===== src/rtl/ivt_pkg.sv =====
package ivt_pkg;

    typedef enum logic [0:0] {
        SEQ_LOW  = 1'b0,
        SEQ_HIGH = 1'b1
    } seq_state_t;

    typedef enum logic [0:0] {
        CNT_IDLE = 1'b0,
        CNT_RUN  = 1'b1
    } cnt_state_t;

    typedef struct packed {
        logic       bad_access;
        logic       readback;
        logic       sel_c0;
        logic       sel_c2;
        logic [2:0] mode;
    } ctl_dec_t;

    localparam logic [1:0] PORT_C0  = 2'd0;
    localparam logic [1:0] PORT_C2  = 2'd2;
    localparam logic [1:0] PORT_CTL = 2'd3;

    localparam logic [1:0] SEL_C0   = 2'd0;
    localparam logic [1:0] SEL_C2   = 2'd2;
    localparam logic [1:0] SEL_RB   = 2'd3;
    localparam logic [1:0] ACC_LOHI = 2'b11;

    localparam logic [7:0] STAT_EXPIRED = 8'h20;

    function automatic logic [1:0] slot_port(input int slot);
        return (slot == 0) ? PORT_C0 : PORT_C2;
    endfunction

endpackage


===== src/rtl/ivt_ctl_decode.sv =====
module ivt_ctl_decode
    import ivt_pkg::*;
(
    input  logic [7:1] ctl_bits,
    output ctl_dec_t   dec
);
    logic [1:0] sel;
    logic [1:0] acc;

    always_comb begin
        sel            = ctl_bits[7:6];
        acc            = ctl_bits[5:4];
        dec.mode       = ctl_bits[3:1];
        // access check wins over the target decode
        dec.bad_access = (acc != ACC_LOHI);
        dec.readback   = !dec.bad_access && (sel == SEL_RB);
        dec.sel_c0     = !dec.bad_access && (sel == SEL_C0);
        dec.sel_c2     = !dec.bad_access && (sel == SEL_C2);
    end
endmodule


===== src/rtl/ivt_byte_seq.sv =====
module ivt_byte_seq
    import ivt_pkg::*;
#(
    parameter int BYTE_W = 8
) (
    input  logic                clk,
    input  logic                rst_n,
    input  logic                byte_wr,
    input  logic [BYTE_W-1:0]   byte_in,
    output logic                load_go,
    output logic [2*BYTE_W-1:0] load_value,
    output logic                pending
);
    seq_state_t          state, state_nx;
    logic [BYTE_W-1:0]   low_q;

    always_ff @(posedge clk) begin
        if (!rst_n) state <= SEQ_LOW;
        else        state <= state_nx;
    end

    always_comb begin
        state_nx = state;
        unique case (state)
            SEQ_LOW:  if (byte_wr) state_nx = SEQ_HIGH;
            SEQ_HIGH: if (byte_wr) state_nx = SEQ_LOW;
        endcase
    end

    always_ff @(posedge clk) begin
        if (!rst_n)                           low_q <= '0;
        else if (byte_wr && state == SEQ_LOW) low_q <= byte_in;
    end

    always_comb begin
        load_go    = 1'b0;
        pending    = 1'b0;
        load_value = {byte_in, low_q};
        unique case (state)
            SEQ_LOW:  ;
            SEQ_HIGH: begin
                pending = 1'b1;
                load_go = byte_wr;
            end
        endcase
    end

    // a load always returns the sequencer to expecting a low byte
    a_r5_load_clears_pending: assert property (@(posedge clk) disable iff (!rst_n)
        load_go |=> !pending);
    // a first byte always leaves a pending low byte
    a_r5_low_sets_pending: assert property (@(posedge clk) disable iff (!rst_n)
        (byte_wr && !pending) |=> pending);
endmodule


===== src/rtl/ivt_down_counter.sv =====
module ivt_down_counter
    import ivt_pkg::*;
#(
    parameter int CNT_W  = 16,
    parameter int STAT_W = 8
) (
    input  logic              clk,
    input  logic              rst_n,
    input  logic              tick,
    input  logic              load_go,
    input  logic [CNT_W-1:0]  load_value,
    output logic              irq,
    output logic [STAT_W-1:0] status
);
    localparam int             RW       = CNT_W + 1;
    localparam logic [RW-1:0]  CNT_ONE  = RW'(1);
    localparam logic [RW-1:0]  CNT_FULL = CNT_ONE << CNT_W;

    cnt_state_t     state, state_nx;
    logic [RW-1:0]  cnt;
    logic [RW-1:0]  rel;
    logic [RW-1:0]  eff_load;

    assign eff_load = (load_value == '0) ? CNT_FULL : {1'b0, load_value};

    always_ff @(posedge clk) begin
        if (!rst_n) state <= CNT_IDLE;
        else        state <= state_nx;
    end

    always_comb begin
        state_nx = state;
        unique case (state)
            CNT_IDLE: if (load_go) state_nx = CNT_RUN;
            CNT_RUN:  state_nx = CNT_RUN;
        endcase
    end

    always_ff @(posedge clk) begin
        if (!rst_n) begin
            cnt    <= '0;
            rel    <= '0;
            irq    <= 1'b0;
            status <= '0;
        end else begin
            irq <= 1'b0;
            if (load_go) begin
                rel    <= eff_load;
                cnt    <= eff_load;
                status <= '0;
            end else if (state == CNT_RUN && tick) begin
                if (cnt == CNT_ONE) begin
                    cnt    <= rel;
                    irq    <= 1'b1;
                    status <= STAT_W'(STAT_EXPIRED);
                end else begin
                    cnt <= cnt - CNT_ONE;
                end
            end
        end
    end

    // a running count stays within 1..reload
    a_r6_cnt_in_range: assert property (@(posedge clk) disable iff (!rst_n)
        (state == CNT_RUN) |-> (cnt != '0 && cnt <= rel));
    // the last tick reloads and fires
    a_r6_reload_fires: assert property (@(posedge clk) disable iff (!rst_n)
        (state == CNT_RUN && tick && !load_go && cnt == CNT_ONE) |=> (irq && cnt == rel));
    // every pulse comes with the expired status
    a_r7_status_on_irq: assert property (@(posedge clk) disable iff (!rst_n)
        irq |-> (status == STAT_W'(STAT_EXPIRED)));
    // a load restarts at the full count with no pulse
    a_r8_load_restarts: assert property (@(posedge clk) disable iff (!rst_n)
        load_go |=> (state == CNT_RUN && cnt == rel && !irq && status == '0));
    // no pulse from an idle counter
    a_r9_irq_only_running: assert property (@(posedge clk) disable iff (!rst_n)
        irq |-> $past(state == CNT_RUN));
endmodule


===== src/rtl/ivt_timer.sv =====
module ivt_timer
    import ivt_pkg::*;
#(
    parameter int BYTE_W = 8
) (
    input  logic              clk,
    input  logic              rst_n,
    input  logic              tick,
    input  logic              wr_en,
    input  logic [1:0]        wr_addr,
    input  logic [BYTE_W-1:0] wr_data,
    input  logic [1:0]        rd_addr,
    output logic [BYTE_W-1:0] rd_data,
    output logic              irq0,
    output logic              irq2,
    output logic [2:0]        mode0,
    output logic [2:0]        mode2,
    output logic              err_access,
    output logic              err_readback
);
    localparam int CNT_W     = 2 * BYTE_W;
    localparam int NUM_SLOTS = 2;

    logic               ctl_wr;
    logic               byte_wr;
    ctl_dec_t           dec;
    logic               seq_load;
    logic [CNT_W-1:0]   seq_value;
    logic               seq_pending;
    logic [NUM_SLOTS-1:0] slot_irq;
    logic [BYTE_W-1:0]  slot_stat [NUM_SLOTS];
    logic [BYTE_W-1:0]  rd_part   [NUM_SLOTS];

    assign ctl_wr  = wr_en && (wr_addr == PORT_CTL);
    assign byte_wr = wr_en && (wr_addr == PORT_C0 || wr_addr == PORT_C2);

    ivt_ctl_decode u_dec (
        .ctl_bits (wr_data[7:1]),
        .dec      (dec)
    );

    ivt_byte_seq #(.BYTE_W(BYTE_W)) u_seq (
        .clk        (clk),
        .rst_n      (rst_n),
        .byte_wr    (byte_wr),
        .byte_in    (wr_data),
        .load_go    (seq_load),
        .load_value (seq_value),
        .pending    (seq_pending)
    );

    generate
        for (genvar g = 0; g < NUM_SLOTS; g++) begin : g_slot
            localparam logic [1:0] MY_PORT  = slot_port(g);
            localparam bit         READABLE = (g == NUM_SLOTS - 1);
            logic slot_load;
            assign slot_load = seq_load && (wr_addr == MY_PORT);

            ivt_down_counter #(.CNT_W(CNT_W), .STAT_W(BYTE_W)) u_cnt (
                .clk        (clk),
                .rst_n      (rst_n),
                .tick       (tick),
                .load_go    (slot_load),
                .load_value (seq_value),
                .irq        (slot_irq[g]),
                .status     (slot_stat[g])
            );

            assign rd_part[g] = (READABLE && rd_addr == MY_PORT) ? slot_stat[g] : '0;
        end
    endgenerate

    always_comb begin
        rd_data = '0;
        for (int i = 0; i < NUM_SLOTS; i++) rd_data = rd_data | rd_part[i];
    end

    assign irq0 = slot_irq[0];
    assign irq2 = slot_irq[NUM_SLOTS-1];

    always_ff @(posedge clk) begin
        if (!rst_n) begin
            mode0        <= '0;
            mode2        <= '0;
            err_access   <= 1'b0;
            err_readback <= 1'b0;
        end else begin
            err_access   <= ctl_wr && dec.bad_access;
            err_readback <= ctl_wr && dec.readback;
            if (ctl_wr && dec.sel_c0) mode0 <= dec.mode;
            if (ctl_wr && dec.sel_c2) mode2 <= dec.mode;
        end
    end

    // the two error kinds never coincide
    a_r3_err_exclusive: assert property (@(posedge clk) disable iff (!rst_n)
        !(err_access && err_readback));
    // a rejected access mode leaves both modes alone
    a_r3_bad_keeps_modes: assert property (@(posedge clk) disable iff (!rst_n)
        err_access |-> ($stable(mode0) && $stable(mode2)));
    // a read-back command leaves both modes alone
    a_r4_rb_keeps_modes: assert property (@(posedge clk) disable iff (!rst_n)
        err_readback |-> ($stable(mode0) && $stable(mode2)));
    // modes change only through control writes
    a_r2_mode_only_ctl: assert property (@(posedge clk) disable iff (!rst_n)
        !ctl_wr |=> ($stable(mode0) && $stable(mode2)));
    // control writes keep the pending low byte state
    a_r5_ctl_keeps_pending: assert property (@(posedge clk) disable iff (!rst_n)
        (ctl_wr && !byte_wr) |=> $stable(seq_pending));
endmodule


===== config.mk =====
export PLATFORM = sky130hd
export DESIGN_NAME = ivt_timer
export DESIGN_NICKNAME = d
export VERILOG_FILES = /design/src/rtl/ivt_pkg.sv /design/src/rtl/ivt_ctl_decode.sv /design/src/rtl/ivt_byte_seq.sv /design/src/rtl/ivt_down_counter.sv /design/src/rtl/ivt_timer.sv
export SDC_FILE = /design/constraint.sdc
export NUM_CORES = 1
export LEC_CHECK = 0
export BUFFER_PORTS_ARGS = -buffer_cell sky130_fd_sc_hd__buf_2
export CAP_MARGIN = 20
export CELL_PAD_IN_SITES_DETAIL_PLACEMENT = 1
export CELL_PAD_IN_SITES_GLOBAL_PLACEMENT = 1
export CORE_MARGIN = 2
export CORE_UTILIZATION = 40
export DETAILED_ROUTE_END_ITERATION = 12
export GPL_ROUTABILITY_DRIVEN = 0
export PLACE_DENSITY_LB_ADDON = 0.1
export SLEW_MARGIN = 20
export SYNTH_ARGS = -nofsm -noshare
export SYNTH_HDL_FRONTEND = slang
export SYNTH_SLANG_ARGS = --single-unit

===== constraint.sdc =====
create_clock -name clk -period 2.55 [get_ports clk]
set_clock_uncertainty 0.2 [all_clocks]
set_input_delay 0.255 -clock clk [delete_from_list [all_inputs] [get_ports clk]]
set_output_delay 0.255 -clock clk [all_outputs]
set_load 0.005 [all_outputs]

==> impl_metrics.env, run 1 <==
export IMPL_cp_startpoint="g_slot[0].u_cnt.cnt[10]"
export IMPL_final_max_slew_viol_count=0
export IMPL_cap_viol_max_count=0
export IMPL_die_y_um=111.1
export IMPL_crit_fanout=6
export IMPL_clkSinkCount=90
export IMPL_wl_per_cell_um=18.60
export IMPL_period_share_pct=91.04
export IMPL_grt_setup_unrepaired="no"
export IMPL_routed_wl_um=13750
export IMPL_ys_seq_elements=90
export IMPL_dp_final_hpwl_um=9422
export IMPL_cts_buffers=9
export IMPL_yosysTopAreaCell="dfxtp_1"
export IMPL_ys_top_cells_by_area="dfxtp_1, nand2_1, a21boi_0, mux2i_1, o21ai_0"
export IMPL_start_util_pct=40.52
export IMPL_grt_max_degree=62
export IMPL_synth_edf_count=0
export IMPL_yosysWarningCount=0
export IMPL_drc=0
export IMPL_tightest_slew_ns=0.5783
export IMPL_antenna_cells=0
export IMPL_grtUsageTotal_pct=22.68
export IMPL_hold_violations=0
export IMPL_setup_violations_final=0
export IMPL_worst_setup_path_end_kind="register"
export IMPL_p_leak_nw=2.103
export IMPL_first_global_vias=4291
export IMPL_nets=613
export IMPL_yosysTopAreaCellShare_pct=39.28
export IMPL_powerDensity_mw_per_mm2=619.5
export IMPL_num_vias=4135
export IMPL_htreeDepth=3
export IMPL_ys_async_sr_fraction_pct=0
export IMPL_viasPerCell=5.595
export IMPL_period_minus_slack_ns=2.321
export IMPL_ir_worst_vdd_v=0.0003158
export IMPL_core_sq_mm=0.01132
export IMPL_synth_cell_types=59
export IMPL_io_buffers=26
export IMPL_layout_commonest_cell="nand2_1"
export IMPL_fin_area_sq_mm=0.005265
export IMPL_dieArea_sq_mm=0.01234
export IMPL_status="complete, no violations"
export IMPL_postRouteAntennaNets=0
export IMPL_grt_pass1_wl_um=22290
export IMPL_dp_cells=723
export IMPL_post_cts_resized=0
export IMPL_antenna_found_initial=0
export IMPL_clk_pin_slew_ns=0.07
export IMPL_start_kind="register"
export IMPL_place_area_sq_mm=0.004923
export IMPL_stdcell_count=739
export IMPL_r2r_start="g_slot[0].u_cnt.cnt[10]"
export IMPL_max_freq_ghz=0.4308
export IMPL_slew_headroom_pct=61.44
export IMPL_dr_pass1_iters=4
export IMPL_syn_cell_area_sq_mm=0.004587
export IMPL_cp_arrival_ns=2.37
export IMPL_clk_latency_ns=0.36
export IMPL_hold_buffers=0
export IMPL_rows=39
export IMPL_layout_common_cells="nand2_1, dfxtp_1, a21boi_0, o21ai_0, nor2_1"
export IMPL_cts_tree="done"
export IMPL_yosysSeqAreaShare_pct=39.28
export IMPL_die_x_um=111.1
export IMPL_crit_type="register to register"
export IMPL_cts_max_path_buffers=2
export IMPL_drt_initial_drc_count=144
export IMPL_tns_ns=0
export IMPL_syn_inst=564
export IMPL_synth_avg_cell_area_sq_um=8.133
export IMPL_syn2layout_area_growth_pct=14.78
export IMPL_post_cts_buffers=0
export IMPL_worstPathRequired_ns=2.59
export IMPL_hp_start="wr_data[6]"
export IMPL_drive_gt1_share_pct=13.42
export IMPL_clockRootBuffer="clkbuf_16"
export IMPL_ios=34
export IMPL_grt_ovfl_total=0
export IMPL_synthFlopType="dfxtp_1"
export IMPL_hold_class="primary input to register"
-- stage by stage --
stage	util (%)	hold slack [ns]	power, mW	setup WS [ns]
6_report	46.51	0.01484	3.262	0.2285
4_1_cts	46.51	0.006909	3.294	0.2042
2_1_floorplan	-	0.1999	1.642	0.3074
5_1_grt	46.51	0.02955	3.375	0.08434
3_5_place_dp	43.49	0.2536	1.728	0.2261
3_3_place_gp	43.49	0.2476	1.721	0.3111
-- kinds of logic after synthesis --
kind of cell / count (synthesis) / share of synthesized area [%]
buf+inv: 48 / 4.665
fa+ha+maj: 6 / 1.637
mux: 21 / 4.610
flops: 90 / 39.28
compound gates: 135 / 20.62
other cells: 1 / 0.08175
simple gates: 245 / 25.67
xor+xnor: 18 / 3.437
-- layer usage --
metal	vias up	GRT usage, %	part of all wire, %
li1	2029	-	-
met1	2035	27.20	46
met2	46	40.41	50
met3	25	3.663	2.1
met4	0	9.136	2.3
met5	-	0	0
-- final cells by class --
type | instances | area (sq um)
well taps | 143 | 178.9
fillers | 1384 | 6056
inverters | 7 | 26.28
multi-input cells | 432 | 2599
flip-flops and latches | 90 | 1802
clock buffers | 9 | 225.2
clock inverters | 7 | 116.4
repair buffers | 51 | 317.8
-- report_power, final --
part	internal [mW]	leakage [nW]	total [mW]	switching [mW]
registers	1.42	0.726	1.45	0.0234
logic	0.105	1.21	0.251	0.146
clock network	0.958	0.166	1.57	0.607
total	2.49	2.10	3.26	0.776
-- registers in the layout (all words and copies together), names as in the netlist --
| signal | flops |
|---|---|
| g_slot.u_cnt.rel | 34 |
| mode0 | 3 |
| u_seq.state | 1 |
| g_slot.u_cnt.cnt | 34 |
| g_slot.u_cnt.state | 2 |
| err_access | 1 |
| u_seq.low_q | 8 |
| err_readback | 1 |
| mode2 | 3 |
| g_slot.u_cnt.status | 1 |
| g_slot.u_cnt.irq | 2 |
-- path summary, 6_finish.rpt --
| path | endpoint | cells after the start | slack [ns] |
|---|---|---|---|
| worst max-delay path | g_slot[0].u_cnt.cnt[16] | 5 | 0.23 |
| worst min-delay path | err_readback | 3 | 0.01 |
| worst max register to register | g_slot[0].u_cnt.cnt[16] | 5 | 0.23 |
| worst min register to register | g_slot[1].u_cnt.status[5] | 2 | 0.26 |
-- cells in the mapped netlist (9+ instances only) --
cell,n
nand2_1,125
dfxtp_1,90
a21boi_0,36
o21ai_0,36
clkbuf_1,32
nor2_1,29
nand3_1,22
mux2i_1,20
a22o_1,16
nor2b_1,16
nor3_1,11
xnor2_1,11
a21oi_1,9
nor4_1,9
-- critical path, stage by stage (launching register included) --
cell and delay [ns]:
dfxtp_1 0.36, nor4_2 0.54, nor4b_4 0.39, nand3_2 0.10, mux2_1 0.33, a221o_1 0.29
(Power assumes the default switching activity.)
==> run 2: changes to the inputs <==
CORE_MARGIN = not set   (was 2)
==> impl_metrics.env, run 2 (synthesis results as in run 1) <==
export IMPL_grt_max_degree=41
export IMPL_layout_common_cells="nand2_1, dfxtp_1, a21boi_0, o21ai_0, nor2_1"
export IMPL_layout_commonest_cell="nand2_1"
export IMPL_cap_viol_max_count=0
export IMPL_fillers=1330
export IMPL_wl_per_cell_um=18.57
export IMPL_routed_wl_um=13710
export IMPL_antenna_cells=0
export IMPL_cts_buffers=9
export IMPL_nets=615
export IMPL_crit_chain="nor4_1, nand4_1, or2_2, o311ai_0, a21oi_1"
export IMPL_crit_fanout=8
export IMPL_antenna_found_initial=0
export IMPL_p_leak_nw=2.106
export IMPL_grt_pass1_wl_um=22340
export IMPL_powerDensity_mw_per_mm2=598.9
export IMPL_grt_setup_unrepaired="no"
export IMPL_cts_tree="done"
export IMPL_max_freq_ghz=0.4290
export IMPL_cp_slowest_stage_delay_ns=0.51
export IMPL_drive_gt1_share_pct=13.71
export IMPL_dp_final_hpwl_um=9693
export IMPL_drc=0
export IMPL_ios=34
export IMPL_core_sq_mm=0.01098
export IMPL_fin_area_sq_mm=0.005261
export IMPL_period_minus_slack_ns=2.331
export IMPL_multi_input_area_sq_mm=0.002605
export IMPL_setup_violations_final=0
export IMPL_clk_latency_ns=0.35
export IMPL_num_vias=4196
export IMPL_ir_worst_vdd_v=0.0002704
export IMPL_viasPerCell=5.686
export IMPL_grt_ovfl_total=0
export IMPL_worst_setup_path_end_kind="register"
export IMPL_cts_max_path_buffers=2
export IMPL_clkSinkCount=90
export IMPL_grtUsageTotal_pct=25.10
export IMPL_io_buffers=26
export IMPL_dr_pass1_iters=4
export IMPL_postRouteAntennaNets=0
export IMPL_cp_arrival_ns=2.35
export IMPL_start_kind="register"
export IMPL_reg2reg_setup_slack_ns=0.22
export IMPL_period_share_pct=91.42
export IMPL_regArea_sq_mm=0.001802
export IMPL_htreeDepth=3
export IMPL_hold_ws_ns=0.03772
export IMPL_hold_class="primary input to register"
export IMPL_status="complete, no violations"
export IMPL_final_max_slew_viol_count=0
export IMPL_cpMaxStageDelayCell="nor4_1"
export IMPL_start_util_pct=41.76
export IMPL_tightest_slew_ns=0.5445
export IMPL_rows=38
export IMPL_clk_pin_slew_ns=0.06
export IMPL_tns_ns=0
export IMPL_first_global_vias=4140
export IMPL_worstPathRequired_ns=2.57
export IMPL_top_regs="g_slot.u_cnt.cnt (34), g_slot.u_cnt.rel (34), u_seq.low_q (8)"
export IMPL_drt_initial_drc_count=176
export IMPL_power_total_mw=3.151
export IMPL_pre_cts_ws_ns=0.2486
export IMPL_slew_headroom_pct=63.57
export IMPL_die_x_um=109.1
export IMPL_place_area_sq_mm=0.004935
export IMPL_hold_violations=0
export IMPL_setup_ws_ns=0.2187
export IMPL_syn2layout_area_growth_pct=14.70
export IMPL_clockRootBuffer="clkbuf_16"
export IMPL_die_y_um=109.1
export IMPL_crit_type="register to register"
export IMPL_dieArea_sq_mm=0.01190
## run 2: changes by cell type in the layout (fill, tap and decap cells not counted)
cell       delta
nor4_1        -1
buf_4         +2
clkbuf_1      +1
clkbuf_8      +1
nor4_2        +1
bufinv_16     -1
inv_6         -1
## run 2: layout make-up
class	instances	share of cell area, %
clock buffer	11	4.614
timing repair buffer	53	6.326
multi-input combinational	432	49.51
tap	140	3.329
clock inverter	5	1.474
sequential	90	34.24
inverter	7	0.4994
## run 2: critical path, delay by kind of cell, from the launching register on
kind,cells,cell delay [ns]
compound gates,2,0.50
flops,1,0.36
simple gates,3,1.15
## run 2: final timing paths
check,startpoint,end,cells after the start
max,g_slot[1].u_cnt.cnt[12],g_slot[1].u_cnt.cnt[0],5
min,wr_data[6],err_readback,3
max reg2reg,g_slot[1].u_cnt.cnt[12],g_slot[1].u_cnt.cnt[0],5
min reg2reg,g_slot[0].u_cnt.rel[15],g_slot[0].u_cnt.rel[15],2
## run 2: where the power goes
group	switching, mW	internal (mW)
logic	0.149	0.107
clock network	0.565	0.883
registers	0.0239	1.42
## run 2: what timing repair did
action,in CTS,in global routing
buffers inserted,0,0
resized for setup,0,1
endpoints found under the setup margin,0,1
hold buffers,0,0
## run 2: routing by layer
layer | GRT usage [%] | part of all wire [%] | wire length, um | up-vias
li1 | - | - | - | 2039
met4 | 8.784 | 1.4 | 195 | 0
met2 | 38.19 | 45 | 6183 | 59
met5 | 0 | 0 | 0 | -
met3 | 3.467 | 3.0 | 414 | 16
met1 | 36.04 | 50 | 6913 | 2082
## run 2: per-stage QoR
step	util, %	instances
3_5_place_dp	44.93	722
4_1_cts	47.85	738
6_report	47.90	738
2_1_floorplan	-	570
3_3_place_gp	44.93	722
5_1_grt	47.90	738
